[config.mk]
export PLATFORM = sky130hd
export DESIGN_NAME = frame_flag_serializer
export DESIGN_NICKNAME = d
export VERILOG_FILES = /design/src/rtl/flag_ser_pkg.sv /design/src/rtl/flag_ser_ctrl.sv /design/src/rtl/flag_ser_datapath.sv /design/src/rtl/frame_flag_serializer.sv
export SDC_FILE = /design/constraint.sdc
export NUM_CORES = 1
export LEC_CHECK = 0
export ABC_CLOCK_PERIOD_IN_PS = 1800
export BUFFER_PORTS_ARGS = -buffer_cell sky130_fd_sc_hd__buf_4
export CAP_MARGIN = 20
export CORE_MARGIN = 8
export CORE_UTILIZATION = 50
export CTS_CLUSTER_DIAMETER = 120
export DETAILED_ROUTE_END_ITERATION = 8
export PLACE_DENSITY = 0.69
export SLEW_MARGIN = 20
export SYNTH_ARGS = -nofsm -noshare
export SYNTH_HDL_FRONTEND = slang
export SYNTH_SLANG_ARGS = --single-unit
[constraint.sdc]
create_clock -name clk -period 1.8 [get_ports clk]
set_input_delay 0.45 -clock clk [delete_from_list [all_inputs] [get_ports clk]]
set_output_delay 0.45 -clock clk [all_outputs]
set_load 0.05 [all_outputs]
[src/rtl/flag_ser_pkg.sv]
package flag_ser_pkg;
  // Strobes sent from the control FSM to the datapath
  typedef struct packed {
    logic load;    // frame strobe accepted: latch a new word
    logic shift;   // advance to the next bit
    logic active;  // a word is being presented on the pin
  } flagCtrlT;
endpackage

[src/rtl/flag_ser_ctrl.sv]
module flag_ser_ctrl
  import flag_ser_pkg::*;
#(
  parameter int FLAG_W      = 8,
  parameter int SLOT_CYCLES = 4
) (
  input  logic     clk,
  input  logic     rstN,
  input  logic     frameStb,
  output flagCtrlT ctrl
);
  localparam int SLOT_W = (SLOT_CYCLES > 1) ? $clog2(SLOT_CYCLES) : 1;
  localparam int BIT_W  = (FLAG_W > 1) ? $clog2(FLAG_W) : 1;
  localparam logic [SLOT_W-1:0] SLOT_LAST = SLOT_W'(SLOT_CYCLES - 1);
  localparam logic [BIT_W-1:0]  BIT_LAST  = BIT_W'(FLAG_W - 1);

  logic [SLOT_W-1:0] slotCnt;
  logic [BIT_W-1:0]  bitCnt;
  logic              active;
  logic              slotEnd;

  assign slotEnd     = active && (slotCnt == SLOT_LAST) && !frameStb;
  assign ctrl.load   = frameStb;
  assign ctrl.shift  = slotEnd;
  assign ctrl.active = active;

  always_ff @(posedge clk or negedge rstN) begin
    if (!rstN) begin
      active  <= 1'b0;
      slotCnt <= '0;
      bitCnt  <= '0;
    end else if (frameStb) begin
      active  <= 1'b1;
      slotCnt <= '0;
      bitCnt  <= '0;
    end else if (slotEnd) begin
      slotCnt <= '0;
      bitCnt  <= bitCnt + 1'b1;
      if (bitCnt == BIT_LAST) active <= 1'b0;
    end else if (active) begin
      slotCnt <= slotCnt + 1'b1;
    end
  end


  restart_chk: assert property (@(posedge clk) disable iff (!rstN)
    frameStb |=> (active && slotCnt == '0 && bitCnt == '0));


  word_done_chk: assert property (@(posedge clk) disable iff (!rstN)
    (slotEnd && bitCnt == BIT_LAST) |=> !active);
endmodule

[src/rtl/flag_ser_datapath.sv]
module flag_ser_datapath
  import flag_ser_pkg::*;
#(
  parameter int FLAG_W = 8,
  parameter int SEL_W  = 3
) (
  input  logic              clk,
  input  logic              rstN,
  input  flagCtrlT          ctrl,
  input  logic              syncPulse,
  input  logic [FLAG_W-2:0] flagVec,
  input  logic              embedEn,
  input  logic [SEL_W-1:0]  flagSel,
  input  logic              audioLsb,
  output logic              flagPin,
  output logic              lsbOut
);
  logic [FLAG_W-1:0] shiftReg;
  logic [FLAG_W-1:0] wordReg;
  logic              syncSeen;
  logic              syncFlag;
  logic [FLAG_W-1:0] newWord;

  assign syncFlag = syncSeen | syncPulse;
  assign newWord  = {syncFlag, flagVec};

  always_ff @(posedge clk or negedge rstN) begin
    if (!rstN) begin
      shiftReg <= '0;
      wordReg  <= '0;
      syncSeen <= 1'b0;
    end else begin
      if (ctrl.load) begin
        shiftReg <= newWord;
        wordReg  <= newWord;
        syncSeen <= 1'b0;
      end else begin
        if (syncPulse)  syncSeen <= 1'b1;
        if (ctrl.shift) shiftReg <= {shiftReg[FLAG_W-2:0], 1'b0};
      end
    end
  end

  assign flagPin = ctrl.active & shiftReg[FLAG_W-1];
  assign lsbOut  = embedEn ? wordReg[FLAG_W-1-int'(flagSel)] : audioLsb;


  word_hold_chk: assert property (@(posedge clk) disable iff (!rstN)
    !ctrl.load |=> $stable(wordReg));


  sync_sticky_chk: assert property (@(posedge clk) disable iff (!rstN)
    (syncPulse && !ctrl.load) |=> syncSeen);
endmodule

[src/rtl/frame_flag_serializer.sv]
module frame_flag_serializer
  import flag_ser_pkg::*;
#(
  parameter int FLAG_W      = 8,
  parameter int SLOT_CYCLES = 4,
  localparam int SEL_W      = $clog2(FLAG_W)
) (
  input  logic              clk,
  input  logic              rstN,
  input  logic              frameStb,
  input  logic              syncPulse,
  input  logic [FLAG_W-2:0] flagVec,
  input  logic              embedEn,
  input  logic [SEL_W-1:0]  flagSel,
  input  logic              audioLsb,
  output logic              flagPin,
  output logic              lsbOut
);
  flagCtrlT ctrl;

  flag_ser_ctrl #(.FLAG_W(FLAG_W), .SLOT_CYCLES(SLOT_CYCLES)) u_ctrl (
    .clk(clk), .rstN(rstN), .frameStb(frameStb), .ctrl(ctrl)
  );

  flag_ser_datapath #(.FLAG_W(FLAG_W), .SEL_W(SEL_W)) u_dp (
    .clk(clk), .rstN(rstN), .ctrl(ctrl), .syncPulse(syncPulse),
    .flagVec(flagVec), .embedEn(embedEn), .flagSel(flagSel),
    .audioLsb(audioLsb), .flagPin(flagPin), .lsbOut(lsbOut)
  );


  reset_low_chk: assert property (@(posedge clk) disable iff (!rstN)
    ($past(!rstN) && !$past(frameStb)) |-> !flagPin);
endmodule

# Word level (Yosys, flattened, before mapping)
# Index checks and enable logic that the tools add are counted.
[op_classes]
n_eq_ne = 2
reduce_logical = 8
bitwise = 2
magnitude_cmp = 1
addsub = 3
mux = 16
[ops]
columns = ["operator", "count"]
rows = [
  ["< comparator 32 x 5 -> 1 bit (second input constant)", 1],
  ["2-to-1 mux 8 bit", 2],
  ["2-to-1 mux 1 bit", 8],
  ["2-to-1 mux 2 bit", 3],
  ["2-to-1 mux 3 bit", 2],
  ["nonzero test 2 bit", 3],
  ["subtractor 3 x 3 -> 4 bit (first input constant)", 1],
  ["adder 3 x 1 -> 3 bit (second input constant)", 1],
  ["binary-select mux 1 bit (select 3 bit)", 1],
  ["equality test 3 bit (second input constant)", 1],
  ["nonzero test 3 bit", 1],
  ["adder 2 x 1 -> 2 bit (second input constant)", 1],
  ["equality test 2 bit (second input constant)", 1],
  ["logical AND 1 bit", 2],
  ["AND reduction 2 bit", 1],
  ["bitwise AND 1 bit", 1],
  ["zero test 1 bit", 1],
  ["OR 1 bit", 1],
]
[totals]
out_inout_bits = 2
reg_bits = 23

# Longest topological paths before layout
# Gate-level depths: netlist of run 1.
[logic_depth]
word_depth = 5
ltp_mapped = 5

# Hierarchy
# Synthesis of run 1 repeated with hierarchy kept, for this count alone.
[hier_totals]
hier_cells = 104
hier_area_um2 = 1102.3
[by_module_without_submodules]
columns = ["mod", "seq_area_each_um2", "cells_per_inst", "area_per_inst_um2", "n_inst"]
rows = [
  ["flag_ser_datapath", 425.4, 72, 759.5, 1],
  ["flag_ser_ctrl", 150.1, 32, 342.8, 1],
]

# Least setup slack after synthesis of run 1
# Ideal clock, no wire load.
[synth_path]
path_kind = "input port to output port"
start = "in flagSel[0]"
end = "out lsbOut"
t_required_ns = 1.350
arrival_time_ns = 1.941
setup_slack_ns = -0.591
path_stages = 4
path_cell_list = "buf_6 > mux2i_1 > mux4_2 > mux2i_1"
[synth_between]
elab_chain_len = 5
[synth_lines]
columns = ["element", "line_no", "source"]
rows = [
  ["start, declared", "frame_flag_serializer.sv:14", "input logic [SEL_W-1:0] flagSel,"],
  ["subtractor 3 x 3 -> 4 bit", "flag_ser_datapath.sv:45", "assign lsbOut = embedEn ? wordReg[FLAG_W-1-int'(flagSel)] : audioLsb;"],
  ["binary-select mux 1 bit (select 3 bit)", "flag_ser_datapath.sv:45", ""],
  ["2-to-1 mux 1 bit (not written as such) (2 in series)", "flag_ser_datapath.sv:45", ""],
  ["2-to-1 mux 1 bit", "flag_ser_datapath.sv:45", ""],
  ["end, declared", "frame_flag_serializer.sv:17", "output logic lsbOut"],
]
# No other way between the ends. The select of a mux whose other input is x is not followed.

# Worst setup path after layout of run 1
[layout_path]
start = "reg u_dp.wordReg[1]"
end = "out lsbOut"
[layout_between]
elab_chain_len = 4
[layout_lines]
columns = ["element", "line_no", "source"]
rows = [
  ["start, declared", "flag_ser_datapath.sv:19", "logic [FLAG_W-1:0] wordReg;"],
  ["start signal, assigned", "flag_ser_datapath.sv:35", "wordReg <= newWord;"],
  ["binary-select mux 1 bit (select 3 bit)", "flag_ser_datapath.sv:45", ""],
  ["2-to-1 mux 1 bit (not written as such) (2 in series)", "flag_ser_datapath.sv:45", ""],
  ["2-to-1 mux 1 bit", "flag_ser_datapath.sv:45", ""],
]
# No other way between the ends. The select of a mux whose other input is x is not followed.

==> results of run 1 <==
-- power breakdown --
group | switching (mW) | internal [mW]
sequential | 0.0254 | 0.561
clock | 0.142 | 0.0863
combinational | 0.0965 | 0.0855
-- synth_stat cells --
cell type and n:
xor2_1 1, clkbuf_1 3, nand3b_1 2, mux4_2 1, o21ai_1 5, nand3_1 2
a21oi_1 5, dfrtp_1 23, buf_6 1, nand2_1 12, ha_1 3, nand2b_1 1
buf_2 2, a21o_1 1, a211oi_1 1, mux2i_1 12, inv_1 8, and2_1 1
and3_1 1, nor2_1 6, o21ai_0 8
-- area by class of cell --
type / count / area share, %
repair buffers: 18 / 11.4
multi-input cells: 62 / 34.2
well taps: 27 / 2.76
flip-flops and latches: 23 / 47.1
inverters: 8 / 2.46
clock buffers: 4 / 2.15
-- flip-flops by register name (all words and copies together), names as in the netlist --
name,count
u_ctrl.active,1
u_dp.shiftReg,8
u_ctrl.bitCnt,3
u_ctrl.slotCnt,2
u_dp.wordReg,8
u_dp.syncSeen,1
-- how the worst min path moves through the flow --
| stage | from | to | slack (ns) | cells after the start |
|---|---|---|---|---|
| 2_1_floorplan | rstN | u_ctrl.active | 0.15 | 0 |
| 3_3_place_gp | rstN | u_ctrl.slotCnt[0] | 0.36 | 1 |
| 3_5_place_dp | rstN | u_dp.shiftReg[7] | 0.36 | 1 |
| 5_1_grt | rstN | u_ctrl.slotCnt[0] | 0.01 | 1 |
| 6_report | rstN | u_dp.shiftReg[7] | 0.02 | 1 |
| 4_1_cts | rstN | u_dp.shiftReg[7] | 0.02 | 1 |
-- cells in the final DEF, fill, tap and decap left out --
| cell | n |
|---|---|
| nand2_1 | 12 |
| buf_6 | 1 |
| and2_1 | 1 |
| buf_4 | 17 |
| nand2b_1 | 1 |
| mux2i_4 | 1 |
| clkbuf_1 | 1 |
| o21ai_0 | 8 |
| o21ai_1 | 5 |
| clkbuf_4 | 3 |
| nand3b_1 | 2 |
| xor2_1 | 1 |
| nor2_1 | 6 |
| a21oi_1 | 5 |
| ha_1 | 3 |
| inv_1 | 8 |
| mux2i_1 | 11 |
| and3_1 | 1 |
| nand3_1 | 2 |
| a21o_1 | 1 |
| dfrtp_1 | 23 |
| a211oi_1 | 1 |
| mux4_2 | 1 |
-- through the flow --
| stage | power, mW | area (um^2) |
|---|---|---|
| floorplan | 0.713 | 1060 |
| global placement | 0.773 | 1190 |
| detailed placement | 0.780 | 1190 |
| CTS | 1.01 | 1220 |
| global route | 1.06 | 1220 |
| finish | 0.996 | 1220 |
-- worst register-to-register path, delay by kind of cell, from the launching register on --
family,cells,cell delay [ns]
adders and majority gates,1,0.22
muxes,1,0.25
AOI/OAI and AO/OA,1,0.08
DFF,1,0.42
and+or+nand+nor,1,0.40
-- metal layers --
layer / global-route usage, % / vias up / share of wire, %
met5: 0 / - / 0
met4: 2.92 / 0 / 0.54
met3: 3.97 / 2 / 7.1
met2: 18.2 / 16 / 47
met1: 13.9 / 353 / 45
li1: - / 363 / -
-- kinds of logic (layout without fill, tap and decap cells) --
kind of cell	after synthesis	after routing	synth area share [%]
DFF	23	23	55.2
muxes	13	13	13.7
and+or+nand+nor	25	25	10.7
AOI/OAI and AO/OA	20	20	10.1
xor gates and xnor gates	1	1	0.839
buffers and inverters	14	30	6.00
adders and majority gates	3	3	3.60
==> flow_summary_export.csv, run 1 <==
group,metric,value,unit
sta,min_period_over_period,113,%
synthesis,synth_fp_nets,118,
pwr,irDropWorstVdd,545,uV
floorplan,start_util,53.2,%
layout,final_nets,135,
clock_network,clock-sinks,23,
setup_path,cp_slowest_cell,"mux4_2",
detailed_routing,dr.pass1.iters,4,
grt,grt_usage,11.3,%
floorplan,die_w,61.7,um
sta,setup-violations-final,1,
synthesis,avgSynthCellArea,10.5,um^2
floorplan,die_area,3810,um^2
sta,hold_viol,0,
detailed_routing,viasPerCell,5.17,
floorplan,io_pins,18,
sta,whs,0.0156,ns
setup_path,crit_path_end_kind,"output port",
placement,dp_cells,138,
layout,multiInputGateArea,418,um^2
layout,fillCellCount,189,
clock_network,cts_hold_buf,0,
detailed_routing,drt_wl_total,1840,um
detailed_routing,wire_per_inst,13.0,um
sta,slew_headroom,65.2,%
setup_path,cp-endpoint,"lsbOut",
clock_network,cts_root_buffer,"clkbuf_4",
layout,instances_no_fill,142,
layout,syn2layout_area_growth,17.1,%
setup_path,crit_required,1.35,ns
sta,slew_violations,0,
clock_network,clk_latency,0.30,ns
setup_path,path_delay_family,"multiplexers",
clock_network,cts_made_buffers,3,
pwr,p_leak,0.632,nW
synthesis,ys_seq_elements,23,
hold_path,hold_path.class,"in -> async",
placement,post-place-ws,-0.205,ns
synthesis,yosysWarnings,0,
grt,first_global_vias,762,
layout,final_core_util,62.3,%
synthesis,ys_seq_area_share,55.2,%
clock_network,post_cts_resize_count,1,
layout,antennaDiodeCount,0,
setup_path,startpoint_type,"register",
sta,rsz0062_at_grt,"yes",
flow_run,maxCapViolations,0,
layout,register_area,576,um^2
placement,dp_hpwl,1360,um
setup_path,reg2reg_slack,0.32,ns
synthesis,synth_top_cell_area_share,55.2,%
sta,setup_slack,-0.237,ns
pwr,cellPowerDensity,815,nW/um^2
sta,fin_crit,2.04,ns
setup_path,critPathBufInv,1,
clock_network,htree_levels,1,
synthesis,yosys.area.top_type,"dfrtp_1",
placement,gp_congestion,0.708,
synthesis,ys_top_cells_by_area,"dfrtp_1, mux2i_1, nand2_1, o21ai_0, ha_1",
sta,worst_slew_pin_slew,0.521,ns
setup_path,r2r-start,"u_ctrl.slotCnt[0]",
detailed_routing,num_vias,734,
setup_path,path_max_fanout,2,
layout,drive_gt1_share,20.0,%
grt,grt_pass1_wl,3220,um
grt,antenna_found_initial,0,
floorplan,fp-row-count,16,
detailed_routing,ant_nets,0,
setup_path,cp.depth,4,
status,violations,"setup timing",
grt,overflow,0,
detailed_routing,drt-initial-drc-count,15,
sta,fin_skew,0.00131,ns
setup_path,criticalPathCategory,"reg -> out",
clock_network,cts.reportedPaths.clkPinSlew,0.12,ns
sta,max_freq,491,MHz
sta,fin_tns_setup,-0.237,ns
detailed_routing,drc,0,
synthesis,ys_types,21,
synthesis,syn_area,1040,um^2
setup_path,critical_path_arrival,1.59,ns
grt,grt_max_degree,33,
clock_network,cts_setup_buffers,0,
setup_path,ff2ff_path_depth,4,
status,status,"complete, but fails checks",
floorplan,coreArea,1960,um^2
setup_path,cp_slowest_stage_delay,0.49,ns
clock_network,cts_tree,"built",
floorplan,dieHeight,61.7,um
placement,io_buffer_count,17,
synthesis,synth_cells,99,
clock_network,clockBufferDepth,2,
setup_path,path_cells,"mux2i_1 > mux4_2 > mux2i_4 > buf_6",
setup_path,r2r-end,"u_dp.shiftReg[4]",
setup_path,startpoint,"u_dp.wordReg[1]",
No activity file was read; power rests on OpenSTA's default activity.
==> inputs of run 2 (changes only) <==
==> constraint.sdc (replaced) <==
create_clock -name clk -period 1.8 [get_ports clk]
set_input_delay 0.27 -clock clk [delete_from_list [all_inputs] [get_ports clk]]
set_output_delay 0.27 -clock clk [all_outputs]
set_load 0.05 [all_outputs]
==> run 2 against run 1 <==
The flow still finishes with violations (setup timing). Flip-flop and latch count stayed put. Total power rose by 0.67%. Die area is the same. Critical endpoint unchanged. Largest power group unchanged.
==> flow_summary_export.csv, run 2 (synthesis gave the netlist of run 1 again) <==
group,metric,value,unit
detailed_routing,drc,0,
floorplan,coreArea,1960,um^2
setup_path,crit_required,1.53,ns
sta,whs,0.192,ns
pwr,cellPowerDensity,810,nW/um^2
detailed_routing,viasPerCell,5.12,
floorplan,die_area,3810,um^2
floorplan,start_util,53.2,%
setup_path,ff2ff_path_depth,4,
setup_path,critical_path_arrival,1.63,ns
clock_network,clock-sinks,23,
sta,setup_slack,-0.100,ns
floorplan,die_w,61.7,um
pwr,p_leak,0.645,nW
sta,fin_crit,1.90,ns
layout,antennaDiodeCount,0,
detailed_routing,ant_nets,0,
sta,slew_headroom,65.6,%
setup_path,startpoint_type,"register",
setup_path,crit_path_end_kind,"output port",
grt,overflow,0,
layout,syn2layout_area_growth,18.7,%
hold_path,hold_path.class,"in -> reg",
flow_run,maxCapViolations,0,
pwr,irDropWorstVdd,463,uV
pwr,p_int,737,uW
detailed_routing,wire_per_inst,13.6,um
layout,mostFrequentLayoutCells,"dfrtp_1, buf_4, nand2_1",
placement,io_buffer_count,17,
floorplan,dieHeight,61.7,um
pwr,clkPwrFrac,22.7,%
setup_path,criticalPathCategory,"reg -> out",
placement,dp_hpwl,1470,um
grt,grt_pass1_wl,3220,um
sta,max_freq,526,MHz
sta,slew_violations,0,
grt,grt_usage,11.4,%
sta,hold_viol,0,
grt,first_global_vias,753,
clock_network,cts_root_buffer,"clkbuf_4",
placement,dp_cells,138,
sta,setup-violations-final,1,
clock_network,clk_latency,0.30,ns
floorplan,io_pins,18,
layout,instances_no_fill,145,
pwr,power.switching,266,uW
pwr,switching_share,26.5,%
clock_network,cts_tree,"built",
detailed_routing,dr.pass1.iters,4,
setup_path,path_max_fanout,2,
grt,antenna_found_initial,0,
grt,grt_max_degree,33,
detailed_routing,drt_wl_total,1980,um
layout,drive_gt1_share,21.2,%
clock_network,cts.reportedPaths.clkPinSlew,0.12,ns
placement,gp_congestion,0.712,
status,violations,"setup timing",
hold_path,holdPathStages,3,
floorplan,fp-row-count,16,
sta,rsz0062_at_grt,"yes",
layout,final_common_cell,"dfrtp_1",
clock_network,clockBufferDepth,2,
status,status,"complete, but fails checks",
sta,min_period_over_period,106,%
clock_network,cts_made_buffers,3,
sta,worst_slew_pin_slew,0.514,ns
pwr,combPwrFrac,18.7,%
pwr,total_power,1.00,mW
layout,final_nets,138,
layout,reg.largest.list,"u_dp.shiftReg (8), u_dp.wordReg (8), u_ctrl.bitCnt (3)",
clock_network,htree_levels,1,
detailed_routing,num_vias,743,
pwr,seqPwrFrac,58.6,%
detailed_routing,drt-initial-drc-count,25,
sta,fin_skew,0.00342,ns
[run 2: worst max-delay path, cell delays in order, from the launching register on]
cell     delay [ns]
dfrtp_1        0.38
mux2i_1        0.08
mux4_2         0.48
mux2i_2        0.20
buf_6          0.19
[run 2: per-layer routing]
layer	vias up	share of wire [%]	track usage (%)
li1	369	-	-
met1	357	45	14.7
met2	15	50	18.3
met3	2	5.2	2.30
met4	0	0.61	3.90
met5	-	0	0
[run 2: cell type report]
class,count,area (um^2)
fillers,175,723
flip-flops and latches,23,576
multi-input cells,62,409
repair buffers,21,164
well taps,27,33.8
inverters,8,30.0
clock buffers,4,26.3
[run 2: power by group through the flow]
stage | Sequential, mW | Clock [mW] | Combinational [mW]
2_1_floorplan | 0.589 | 0 | 0.119
3_3_place_gp | 0.596 | 0 | 0.173
3_5_place_dp | 0.599 | 0 | 0.180
4_1_cts | 0.588 | 0.236 | 0.188
5_1_grt | 0.594 | 0.262 | 0.210
6_report | 0.588 | 0.228 | 0.188
[run 2: worst paths after layout]
path / startpoint / end / slack [ns]
hold / removal: flagVec[5] / u_dp.wordReg[5] / 0.19
min in group asynchronous: rstN / u_dp.wordReg[7] / 0.38
setup reg to reg: u_ctrl.slotCnt[0] / u_dp.shiftReg[1] / 0.31
max in group asynchronous: rstN / u_ctrl.bitCnt[0] / 1.20
setup / recovery: u_dp.wordReg[0] / lsbOut / -0.10
hold reg to reg: u_dp.syncSeen / u_dp.syncSeen / 0.51
[run 2: per-stage QoR]
step	area, um^2	utilization, %	setup slack, ns	setup TNS, ns
floorplan	1050	-	0.00728	0
global route	1240	63.1	-0.169	-0.169
CTS	1230	62.8	-0.109	-0.109
finish	1240	63.1	-0.100	-0.100
detailed placement	1180	60.3	0.116	0
global placement	1180	60.3	0.187	0
[run 2: repair_timing]
item / CTS / global route
hold buffers: 1 / 0
resized for setup: 1 / 0
endpoints found under the setup margin: 1 / 1
buffers inserted: 1 / 1
hold endpoints to repair: 23 / 0
cloned: 0 / 0
